**src/rtl/xcvr_pkg.sv**
```systemverilog
package xcvr_pkg;

    // Widest vector the parity helper accepts; narrower inputs are zero-extended.
    localparam int PAR_MAX = 64;

    // Asynchronous control inputs, carried together through the synchroniser.
    typedef struct packed {
        logic ab_stb;
        logic ab_ld_n;
        logic ab_oe_n;
        logic ba_stb;
        logic ba_ld_n;
        logic ba_oe_n;
    } ctl_t;

    localparam int CTL_W = $bits(ctl_t);

    // Quiet state: strobes low, active-low enables released.
    localparam ctl_t CTL_IDLE = '{
        ab_stb:  1'b0,
        ab_ld_n: 1'b1,
        ab_oe_n: 1'b1,
        ba_stb:  1'b0,
        ba_ld_n: 1'b1,
        ba_oe_n: 1'b1
    };

    // Decoded per-direction actions for one clock cycle.
    typedef struct packed {
        logic load;
        logic clear;
        logic drive;
    } lane_ctl_t;

    // One when the vector holds an odd count of ones.
    function automatic logic odd_ones(input logic [PAR_MAX-1:0] v);
        return ^v;
    endfunction

endpackage

```
**src/rtl/xcvr_sync.sv**
```systemverilog
module xcvr_sync #(
    parameter int          W       = 6,
    parameter int          STAGES  = 2,
    parameter logic [W-1:0] RST_VAL = '0
) (
    input  logic         clk,
    input  logic         rst,
    input  logic [W-1:0] d,
    output logic [W-1:0] q,
    output logic [W-1:0] rise
);
    localparam int LAST = STAGES - 1;

    logic [STAGES-1:0][W-1:0] chain;
    logic [W-1:0]             prev;

    always_ff @(posedge clk) begin
        if (rst) begin
            for (int i = 0; i < STAGES; i++) chain[i] <= RST_VAL;
            prev <= RST_VAL;
        end else begin
            chain[0] <= d;
            for (int i = 1; i < STAGES; i++) chain[i] <= chain[i-1];
            prev <= chain[LAST];
        end
    end

    assign q    = chain[LAST];
    assign rise = chain[LAST] & ~prev;

endmodule

```
**src/rtl/xcvr_lane.sv**
```systemverilog
module xcvr_lane #(
    parameter int W = 8
) (
    input  logic                  clk,
    input  logic                  rst,
    input  xcvr_pkg::lane_ctl_t   ctl,
    input  logic [W-1:0]          d,
    output logic [W-1:0]          q,
    output logic                  rdy
);
    always_ff @(posedge clk) begin
        if (rst) begin
            q   <= '0;
            rdy <= 1'b0;
        end else begin
            if (ctl.load) q <= d;
            // A load in the same cycle as a clear leaves the flag set.
            if (ctl.load)       rdy <= 1'b1;
            else if (ctl.clear) rdy <= 1'b0;
        end
    end

endmodule

```
**src/rtl/regxcvr_top.sv**
```systemverilog
module regxcvr_top #(
    parameter int DW          = 8,
    parameter int SYNC_STAGES = 2
) (
    input  logic          clk,
    input  logic          rst,
    input  logic [DW-1:0] a_in,
    input  logic          ab_stb,
    input  logic          ab_ld_n,
    input  logic          ab_oe_n,
    output logic [DW-1:0] b_out,
    output logic          b_drv,
    output logic          par_out,
    output logic          par_drv,
    output logic          ab_rdy,
    input  logic [DW-1:0] b_in,
    input  logic          par_in,
    input  logic          ba_stb,
    input  logic          ba_ld_n,
    input  logic          ba_oe_n,
    output logic [DW-1:0] a_out,
    output logic          a_drv,
    output logic          ba_rdy,
    output logic          err_n
);
    import xcvr_pkg::*;

    localparam int BA_W = DW + 1;   // data byte plus stored parity bit
    localparam int PW   = PAR_MAX;

    ctl_t ctl_raw, ctl_lvl, ctl_rise;
    logic [CTL_W-1:0] lvl_vec, rise_vec;

    assign ctl_raw = '{
        ab_stb:  ab_stb,
        ab_ld_n: ab_ld_n,
        ab_oe_n: ab_oe_n,
        ba_stb:  ba_stb,
        ba_ld_n: ba_ld_n,
        ba_oe_n: ba_oe_n
    };

    xcvr_sync #(
        .W       (CTL_W),
        .STAGES  (SYNC_STAGES),
        .RST_VAL (CTL_IDLE)
    ) u_sync (
        .clk  (clk),
        .rst  (rst),
        .d    (ctl_raw),
        .q    (lvl_vec),
        .rise (rise_vec)
    );

    assign ctl_lvl  = ctl_t'(lvl_vec);
    assign ctl_rise = ctl_t'(rise_vec);

    lane_ctl_t ab_ctl, ba_ctl;

    always_comb begin
        ab_ctl.load  = ctl_rise.ab_stb & ~ctl_lvl.ab_ld_n;
        ab_ctl.clear = ctl_rise.ab_oe_n;
        ab_ctl.drive = ~ctl_lvl.ab_oe_n;
        ba_ctl.load  = ctl_rise.ba_stb & ~ctl_lvl.ba_ld_n;
        ba_ctl.clear = ctl_rise.ba_oe_n;
        ba_ctl.drive = ~ctl_lvl.ba_oe_n;
    end

    logic [DW-1:0]   ab_q;
    logic [BA_W-1:0] ba_q;

    xcvr_lane #(.W(DW)) u_ab (
        .clk (clk),
        .rst (rst),
        .ctl (ab_ctl),
        .d   (a_in),
        .q   (ab_q),
        .rdy (ab_rdy)
    );

    xcvr_lane #(.W(BA_W)) u_ba (
        .clk (clk),
        .rst (rst),
        .ctl (ba_ctl),
        .d   ({par_in, b_in}),
        .q   (ba_q),
        .rdy (ba_rdy)
    );

    logic [PW-1:0] ab_ext, ba_ext;
    assign ab_ext = PW'(ab_q);
    assign ba_ext = PW'(ba_q);

    assign b_out   = ab_q;
    assign b_drv   = ab_ctl.drive;
    assign par_out = ~odd_ones(ab_ext);
    assign par_drv = ab_ctl.drive;

    assign a_out   = ba_q[DW-1:0];
    assign a_drv   = ba_ctl.drive;
    assign err_n   = ba_ctl.drive ? odd_ones(ba_ext) : 1'b1;

endmodule

```
**config.mk**
```make
export PLATFORM = sky130hd
export DESIGN_NAME = regxcvr_top
export DESIGN_NICKNAME = d
export VERILOG_FILES = /design/src/rtl/xcvr_pkg.sv /design/src/rtl/xcvr_sync.sv /design/src/rtl/xcvr_lane.sv /design/src/rtl/regxcvr_top.sv
export SDC_FILE = /design/constraint.sdc
export NUM_CORES = 1
export LEC_CHECK = 0
export BUFFER_PORTS_ARGS = -buffer_cell sky130_fd_sc_hd__buf_2
export CORE_MARGIN = 5
export CORE_UTILIZATION = 46
export CTS_CLUSTER_DIAMETER = 150
export DETAILED_ROUTE_END_ITERATION = 8
export PLACE_DENSITY = 0.75
export SYNTH_ARGS = -nofsm -noshare
export SYNTH_HDL_FRONTEND = slang
export SYNTH_SLANG_ARGS = --single-unit
```
**constraint.sdc**
```tcl
create_clock -name clk -period 1.32 [get_ports clk]
set_input_delay 0.132 -clock clk [delete_from_list [all_inputs] [get_ports clk]]
set_output_delay 0.132 -clock clk [all_outputs]
set_load 0.05 [all_outputs]
```
### Word-level counts from Yosys, hierarchy flattened

Cells that the tools add are included.
W data, S select, Z words.

| operators by class | value |
|---|---|
| muxes and demuxes | 5 |
| reduce and logical (&&, ||, !) cells | 4 |
| bitwise gates (word level) | 9 |

Operator list:

| kind | number |
|---|---|
| $reduce_xor A64 Y1 | 2 |
| $and A6 B6 Y6 | 1 |
| $not A6 Y6 | 1 |
| $mux W1 | 5 |
| $not A1 Y1 | 5 |
| $reduce_bool A2 Y1 | 2 |
| $and A1 B1 Y1 | 2 |

| storage, ports and cells | value |
|---|---|
| register bits | 37 |
| input port bits | 25 |
| output and inout port bits | 23 |

### Depth between registers and ports, before layout

Gate-level depths: netlist (run 1).

| depth | value |
|---|---|
| word-level depth | 4 |
| mapped depth | 4 |

### Hierarchy

Synthesis (run 1) repeated with hierarchy kept, for this count alone.

| second synthesis, totals | value |
|---|---|
| cell total of the unflattened synthesis | 132 |
| area, all modules | 1438.9 µm² |

By module, submodules not included:

| module | area an instance (µm²) | cells an instance | times used | seq. area each (µm²) |
|---|---|---|---|---|
| xcvr_sync | 581.8 | 49 | 1 | 360.3 |
| xcvr_lane at u_ba | 355.3 | 33 | 1 | 200.2 |
| xcvr_lane at u_ab | 321.6 | 30 | 1 | 180.2 |
| regxcvr_top | 180.2 | 20 | 1 | 0.0 |

### Worst setup path before layout (run 1)

OpenSTA, ideal clock, no wires.

| path | value |
|---|---|
| path type | reg-to-output |
| start point | register u_ab.q[5] |
| end point | output port par_out |
| path slack | -0.610 ns |
| arrival time | 1.798 ns |
| cell stages (with the launch flop) | 4 |
| path buffers | 0 |
| required time | 1.188 ns |
| cell sequence | dfxtp_1 > xnor2_1 > xnor2_1 > xnor2_1 |

| between the ends | value |
|---|---|
| word-level cells in the longest chain between the ends | 2 |

RTL lines:

| item | line | text |
|---|---|---|
| start, declared | xcvr_lane.sv:8 | `output logic [W-1:0] q,` |
| start signal, assigned | xcvr_lane.sv:13 | `q <= '0;` |
| start signal, assigned | xcvr_lane.sv:16 | `if (ctl.load) q <= d;` |
| $reduce_xor A64 Y1 | xcvr_pkg.sv:37 | `return ^v;` |
| $not A1 Y1 | regxcvr_top.sv:96 | `assign par_out = ~odd_ones(ab_ext);` |
| end, declared | regxcvr_top.sv:13 | `output logic par_out,` |

No other way between the ends.

### Worst setup path after layout (run 1)

| path | value |
|---|---|
| start point | register u_ba.q[1] |
| end point | output port err_n |

| between the ends | value |
|---|---|
| word-level cells in the longest chain between the ends | 2 |

RTL lines:

| item | line | text |
|---|---|---|
| start, declared | xcvr_lane.sv:8 |  |
| start signal, assigned | xcvr_lane.sv:13 |  |
| start signal, assigned | xcvr_lane.sv:16 |  |
| $reduce_xor A64 Y1 | xcvr_pkg.sv:37 |  |
| $mux W1 | regxcvr_top.sv:101 | `assign err_n = ba_ctl.drive ? odd_ones(ba_ext) : 1'b1;` |
| end, declared | regxcvr_top.sv:24 | `output logic err_n` |

No other way between the ends.

==> metrics.txt, run 1 <==
Die ar.=4070 sq um; Flop pwr share=0.602; post-synthesis cell type count=17; cell leakage power=0.811 nW; FF-to-FF setup slack=0.20 ns; final setup vio count=2; CP required=1.19 ns; dpl cells=194; Clk pin slew, worst setup/hold paths=0.11 ns; vias in the first global route=1011; Pwr Density=977 nW/um^2; Wirelength per Cell=11.8 um; Largest delay share family, worst path=XOR/XNOR gates; Mapped Nets=150; Synth Cell Area=1330 sq um; DRC violations left=0; WP depth=4; port bufs=47; final instance area=1840 sq um; n_diodes=0; most frequent cells in the layout=45 x buf_2, 22 x dfxtp_1, 20 x nor2_1, 17 x mux2i_1, 10 x buf_4; fin. max-slew vios=0; DP HPWL=1.82 mm; most common cell after layout, fill and taps aside=buf_2; prevailing post-synth register cell=dfxtp_1; post-synth top area cell=dfxtp_1; VDD IR max=0.000907 V; Nets=205; Worst path slowest cell=xnor3_2; top post-synthesis cells by area=dfxtp_1 53%, mux2i_1 14%, xnor2_1 5.9%; CP bufs+invs=1; Placed Area=1610 sq um; drt initial violations=13; Top Ports=48; clk sinks=35; Critical Path, Cell by Cell=xnor2_2 -> xnor3_2 -> mux2i_4 -> buf_6; Worst Path Class, Setup=reg2out; CP startpoint kind=flop; root buffer cell=clkbuf_4; vias per cell=4.55; failing checks=setup timing; Util after Layout=0.667; First-pass DRT Iterations=4; Horiz. Die Dim=63.8 um; period utilisation layout=1.36; worst setup margin=-0.475 ns; GRT overflow=0; fin cells=212; Post-Route Skew=0.00804 ns; Hold Crit Class=in2reg; Critical Path Sink Type=primary output; Net Switching=0.439 mW; sequential fraction of the synthesis area=0.526; Slowest Stage Delay on Critical Path=0.46 ns; synth warn=0; #FFs+latches synth=35; Clk Latency, worst-skew pair=0.34 ns; internal power=1.36 mW; Clk network pwr share=0.305; Slew @ Worst Pin=0.540 ns; die span in y=63.8 um; R2R cell count=4; outcome=finished with violations; Initial Utilization=0.483; total number of vias=965; initial antenna violation count=0; WP data arrival=1.66 ns; CTS tree=yes; H-tree Lvls=2; Achievable Freq=557 MHz; Total GRT Usage=0.136; row count=19; Clock Tree Buf Depth=2; Num CTS Buffers=5; share of post-route cells with drive strength above 1=0.519; worst-path fanout max=3; sw frac=0.244; final hold vios=0; core area=2760 sq um; Synth top area share=0.526; combinational share of power=0.093; Tmin final=1.79 ns; slew margin rel.=0.640; RSZ-0062 raised after global routing=true; Antenna Nets Post-Route=0; MaxCap Viol Count=0; EDFF count, synth=0; GPL Wtd Cong=0.726; Avg Inst Size Synth=10.7 sq um; Post-Synthesis Cells=125; first-pass GRT wire length=4.35 mm; hold path depth=3; overall routed net length=2.51 mm; setup TNS=-0.662 ns; area grow syn2layout=38.0%; Post-synth ARST share=0; largest net degree at the start of global routing=36
[registers in the layout, summed over array words and instances (netlist names)]
register,count
u_sync.prev,4
u_ba.rdy,1
u_ab.rdy,1
u_ab.q,8
u_ba.q,9
u_sync.q,6
u_sync.chain,6
[layout make-up]
type | count | area [sq um]
Clock buffer | 6 | 41.3
Clock inverter | 2 | 12.5
Fill cell | 233 | 918
Inverter | 2 | 7.51
Multi-Input combinational cell | 73 | 627
Sequential cell | 35 | 729
Tap cell | 31 | 38.8
Timing Repair Buffer | 63 | 383
[Yosys cell counts, drive strengths merged, types with 2 or more instances]
master and instances:
buf 11, mux2i 18, nor2 20, inv 2, xnor3 2, clkbuf 4
dfxtp 35, nor3b 2, or2 10, nand2b 2, a21oi 2, xnor2 9
nor2b 6
[power by group through the flow]
stage / Combinational (mW) / Clock (mW) / Sequential [mW]
2_1_floorplan: 0.0895 / 0 / 1.11
3_3_place_gp: 0.143 / 0 / 1.11
3_5_place_dp: 0.146 / 0 / 1.11
4_1_cts: 0.168 / 0.574 / 1.08
5_1_grt: 0.181 / 0.627 / 1.09
6_report: 0.167 / 0.549 / 1.08
[cells by family after synthesis]
group,synth area share
AOI/OAI and AO/OA,0.00751
buffers and inverters,0.0751
muxes,0.135
DFF,0.526
xor gates and xnor gates,0.0995
and+or+nand+nor,0.157
[repair_timing]
item	4_1_cts	5_1_grt
pin swaps	5	4
hold buffers	6	0
buffers inserted	4	0
setup endpoints to repair	2	2
hold endpoints to repair	6	0
gates resized for setup	12	5
[worst register-to-register path, cell delays in order, from the launching register on]
cell     delay, ns
dfxtp_1       0.33
nor3b_2       0.16
buf_4         0.23
mux2i_1       0.22
nor2_1        0.06
[per-stage QoR]
step / hold slack [ns] / worst slack, ns / power, mW
detailed placement: 0.311 / -0.204 / 1.25
global route: 0.0217 / -0.552 / 1.89
CTS: 0.00973 / -0.517 / 1.83
floorplan: 0.229 / -0.114 / 1.20
finish: 0.0236 / -0.475 / 1.80
global placement: 0.308 / -0.177 / 1.25
[final timing paths]
kind,from,end
min reg2reg,u_sync.chain[1],u_sync.q[1]
max,u_ba.q[1],err_n
max reg2reg,u_sync.prev[2],u_ba.q[8]
min,b_in[7],u_ba.q[7]
[per-layer routing]
layer  track usage  wire length, um
met1         0.134              957
met2         0.242             1310
met3        0.0525              210
met4        0.0701               36
met5             0                0
Note: power is estimated with default switching activity, not from simulation.
==> run 2: changes to the inputs <==
--- a/config.mk
+++ b/config.mk
@@ -6,11 +6,13 @@
 export NUM_CORES = 1
 export LEC_CHECK = 0
 export BUFFER_PORTS_ARGS = -buffer_cell sky130_fd_sc_hd__buf_2
-export CORE_MARGIN = 5
+export CORE_ASPECT_RATIO = 0.7
+export CORE_MARGIN = 2
 export CORE_UTILIZATION = 46
 export CTS_CLUSTER_DIAMETER = 150
 export DETAILED_ROUTE_END_ITERATION = 8
 export PLACE_DENSITY = 0.75
+export REMOVE_ABC_BUFFERS = 1
 export SYNTH_ARGS = -nofsm -noshare
 export SYNTH_HDL_FRONTEND = slang
 export SYNTH_SLANG_ARGS = --single-unit
==> metrics.txt, run 2 (synthesis results as in run 1) <==
outcome=finished with violations; failing checks=setup timing; filler cell count=225 (-3.4%); Slew @ Worst Pin=0.534 ns (-0.00633 ns); hold_sp=ab_oe_n; Wirelength per Cell=11.1 um (-6.2%); MaxCap Viol Count=0 (unchanged); most common cell after layout, fill and taps aside=buf_2; internal power=1.62 mW (+19%); area grow syn2layout=30.0%; Die ar.=3350 sq um (-18%); slew margin rel.=0.644 (+0.00422); largest net degree at the start of global routing=36 (unchanged); Initial Utilization=0.479 (-0.00435); Clock Tree Buf Depth=2 (unchanged); Top reg by flops=u_ba.q; CTS tree=yes; H-tree Lvls=2 (unchanged); Pwr Density=1180 nW/um^2 (+21%); Top Ports=48 (unchanged); flip-flop and latch area=713 sq um (-2.2%); first-pass GRT wire length=3.95 mm (-9.1%); metal2 WL=1.22 mm (-6.4%); Slowest Stage Delay on Critical Path=0.44 ns (-0.02 ns); final hold vios=0 (unchanged); Largest regs=u_ba.q: 9 flops, u_ab.q: 8 flops; GPL Wtd Cong=0.680 (-6.3%); Achievable Freq=573 MHz (+2.8%); n_diodes=0 (unchanged); VDD IR max=0.000757 V (-16%); fin. max-slew vios=0 (unchanged); Placed Area=1570 sq um (-2.6%); most frequent cells in the layout=45 x buf_2, 25 x dfxtp_1, 20 x nor2_1, 18 x mux2i_1, 10 x dfxtp_2; row count=16 (-3); Hold Crit Class=in2reg; final instance area=1730 sq um (-5.8%); total number of vias=917 (-5.0%); Clk Latency, worst-skew pair=0.28 ns (-0.06 ns); root buffer cell=clkbuf_8; Tmin final=1.75 ns (-0.0481 ns); clk sinks=35 (unchanged); Worst path slowest cell=xnor3_1; Flop pwr share=0.532 (-0.070); die span in y=49.0 um (-23%); Net Switching=0.432 mW (-1.7%); Total GRT Usage=0.164 (+0.0278); RR Startpoint=u_sync.prev[2]; worst setup margin=-0.427 ns (+0.0481 ns); period utilisation layout=1.32 (-0.0365); Post-Route Skew=0.00620 ns (-0.00183 ns); share of post-route cells with drive strength above 1=0.477 (-0.0426); initial antenna violation count=0 (unchanged); Horiz. Die Dim=68.3 um (+7.1%); WP data arrival=1.61 ns (-0.05 ns); sw frac=0.210 (-0.0340); vias in the first global route=910 (-10%); cell leakage power=0.774 nW (-4.5%); Util after Layout=0.623 (-0.0442); CP startpoint kind=flop; Antenna Nets Post-Route=0 (unchanged); top layer in use=met4; final setup vio count=2 (unchanged); Num CTS Buffers=5 (unchanged); routed length on met3=84 um (-60%); First-pass DRT Iterations=4 (unchanged); area of the multi-input gates=574 sq um (-8.4%); core area=2780 sq um (+0.91%); GRT overflow=0 (unchanged); Design Power=2.05 mW (+14%); overall routed net length=2.31 mm (-7.9%); max reg flops=9 (unchanged); Nets=196 (-4.4%); Clk network pwr share=0.399 (+0.094); metal1 wirelength=981 um (+2.5%); RSZ-0062 raised after global routing=true; vias per cell=4.41 (-3.1%); Clk pin slew, worst setup/hold paths=0.07 ns (-0.04 ns); Critical Path, Cell by Cell=xnor2_2 -> xnor3_1 -> mux2i_1 -> buf_4; CP startpoint=u_ba.q[1]; drt initial violations=30 (+17); worst-path fanout max=2 (-1); DP HPWL=1.70 mm (-6.6%); DRC violations left=0 (unchanged); port bufs=47 (unchanged); Worst Path Class, Setup=reg2out; combinational share of power=0.070 (-0.023); Critical Path Sink Type=primary output; CP required=1.19 ns (about the same)
run 2: changes by cell type in the layout (fill, tap and decap cells not counted), sizes merged:
cell,change
dlygate4sd3,-6
buf,-3
clkbuf,+2
clkinv,-1
clkinvlp,-1
run 2: final cells by class:
type / count / area share
well taps: 36 / 0.0260
flip-flops and latches: 35 / 0.412
inverters: 2 / 0.00433
repair buffers: 54 / 0.169
multi-input cells: 73 / 0.331
clock buffers: 8 / 0.0578
run 2: metal layers:
| layer | up-vias | GRT usage |
|---|---|---|
| li1 | 476 | - |
| met1 | 421 | 0.174 |
| met2 | 16 | 0.278 |
| met3 | 4 | 0.0762 |
| met4 | 0 | 0.0600 |
| met5 | - | 0 |
run 2: path summary, 6_finish.rpt:
path / end / slack (ns) / depth (start not counted)
worst min register to register: u_sync.q[1] / 0.40 / 1
worst max register to register: u_ba.q[2] / 0.19 / 4
worst min-delay path: u_sync.chain[3] / 0.03 / 2
worst max-delay path: err_n / -0.43 / 4
run 2: stage by stage:
step           setup TNS [ns]  setup WS (ns)  hold WS (ns)  cells
3_5_place_dp           -0.249         -0.249         0.313    199
3_3_place_gp           -0.156         -0.156         0.307    199
4_1_cts                -0.603         -0.456        0.0209    208
2_1_floorplan           -9.28         -0.905         0.204    110
6_report               -0.568         -0.427        0.0278    208
5_1_grt                -0.671         -0.481       0.00616    208
run 2: critical path: cells and delay by family (launching register included):
family                 cells  cell delay (ns)
flip-flops                 1             0.34
multiplexers               1             0.19
XOR/XNOR                   2             0.58
buffers and inverters      1             0.23
run 2: power groups by stage:
stage               clock [mW]  sequential [mW]  combinational, mW
finish                   0.818             1.09              0.143
global route             0.907             1.09              0.154
CTS                      0.841             1.09              0.144
detailed placement           0             1.11              0.141
global placement             0             1.11              0.136
floorplan                    0             1.13             0.0619
run 2: what timing repair did:
action | in CTS | in global routing
hold buffers | 0 | 0
pin swaps | 7 | 3
setup endpoints to repair | 2 | 2
cloned | 0 | 0
buffers inserted | 1 | 0
resized for setup | 10 | 7
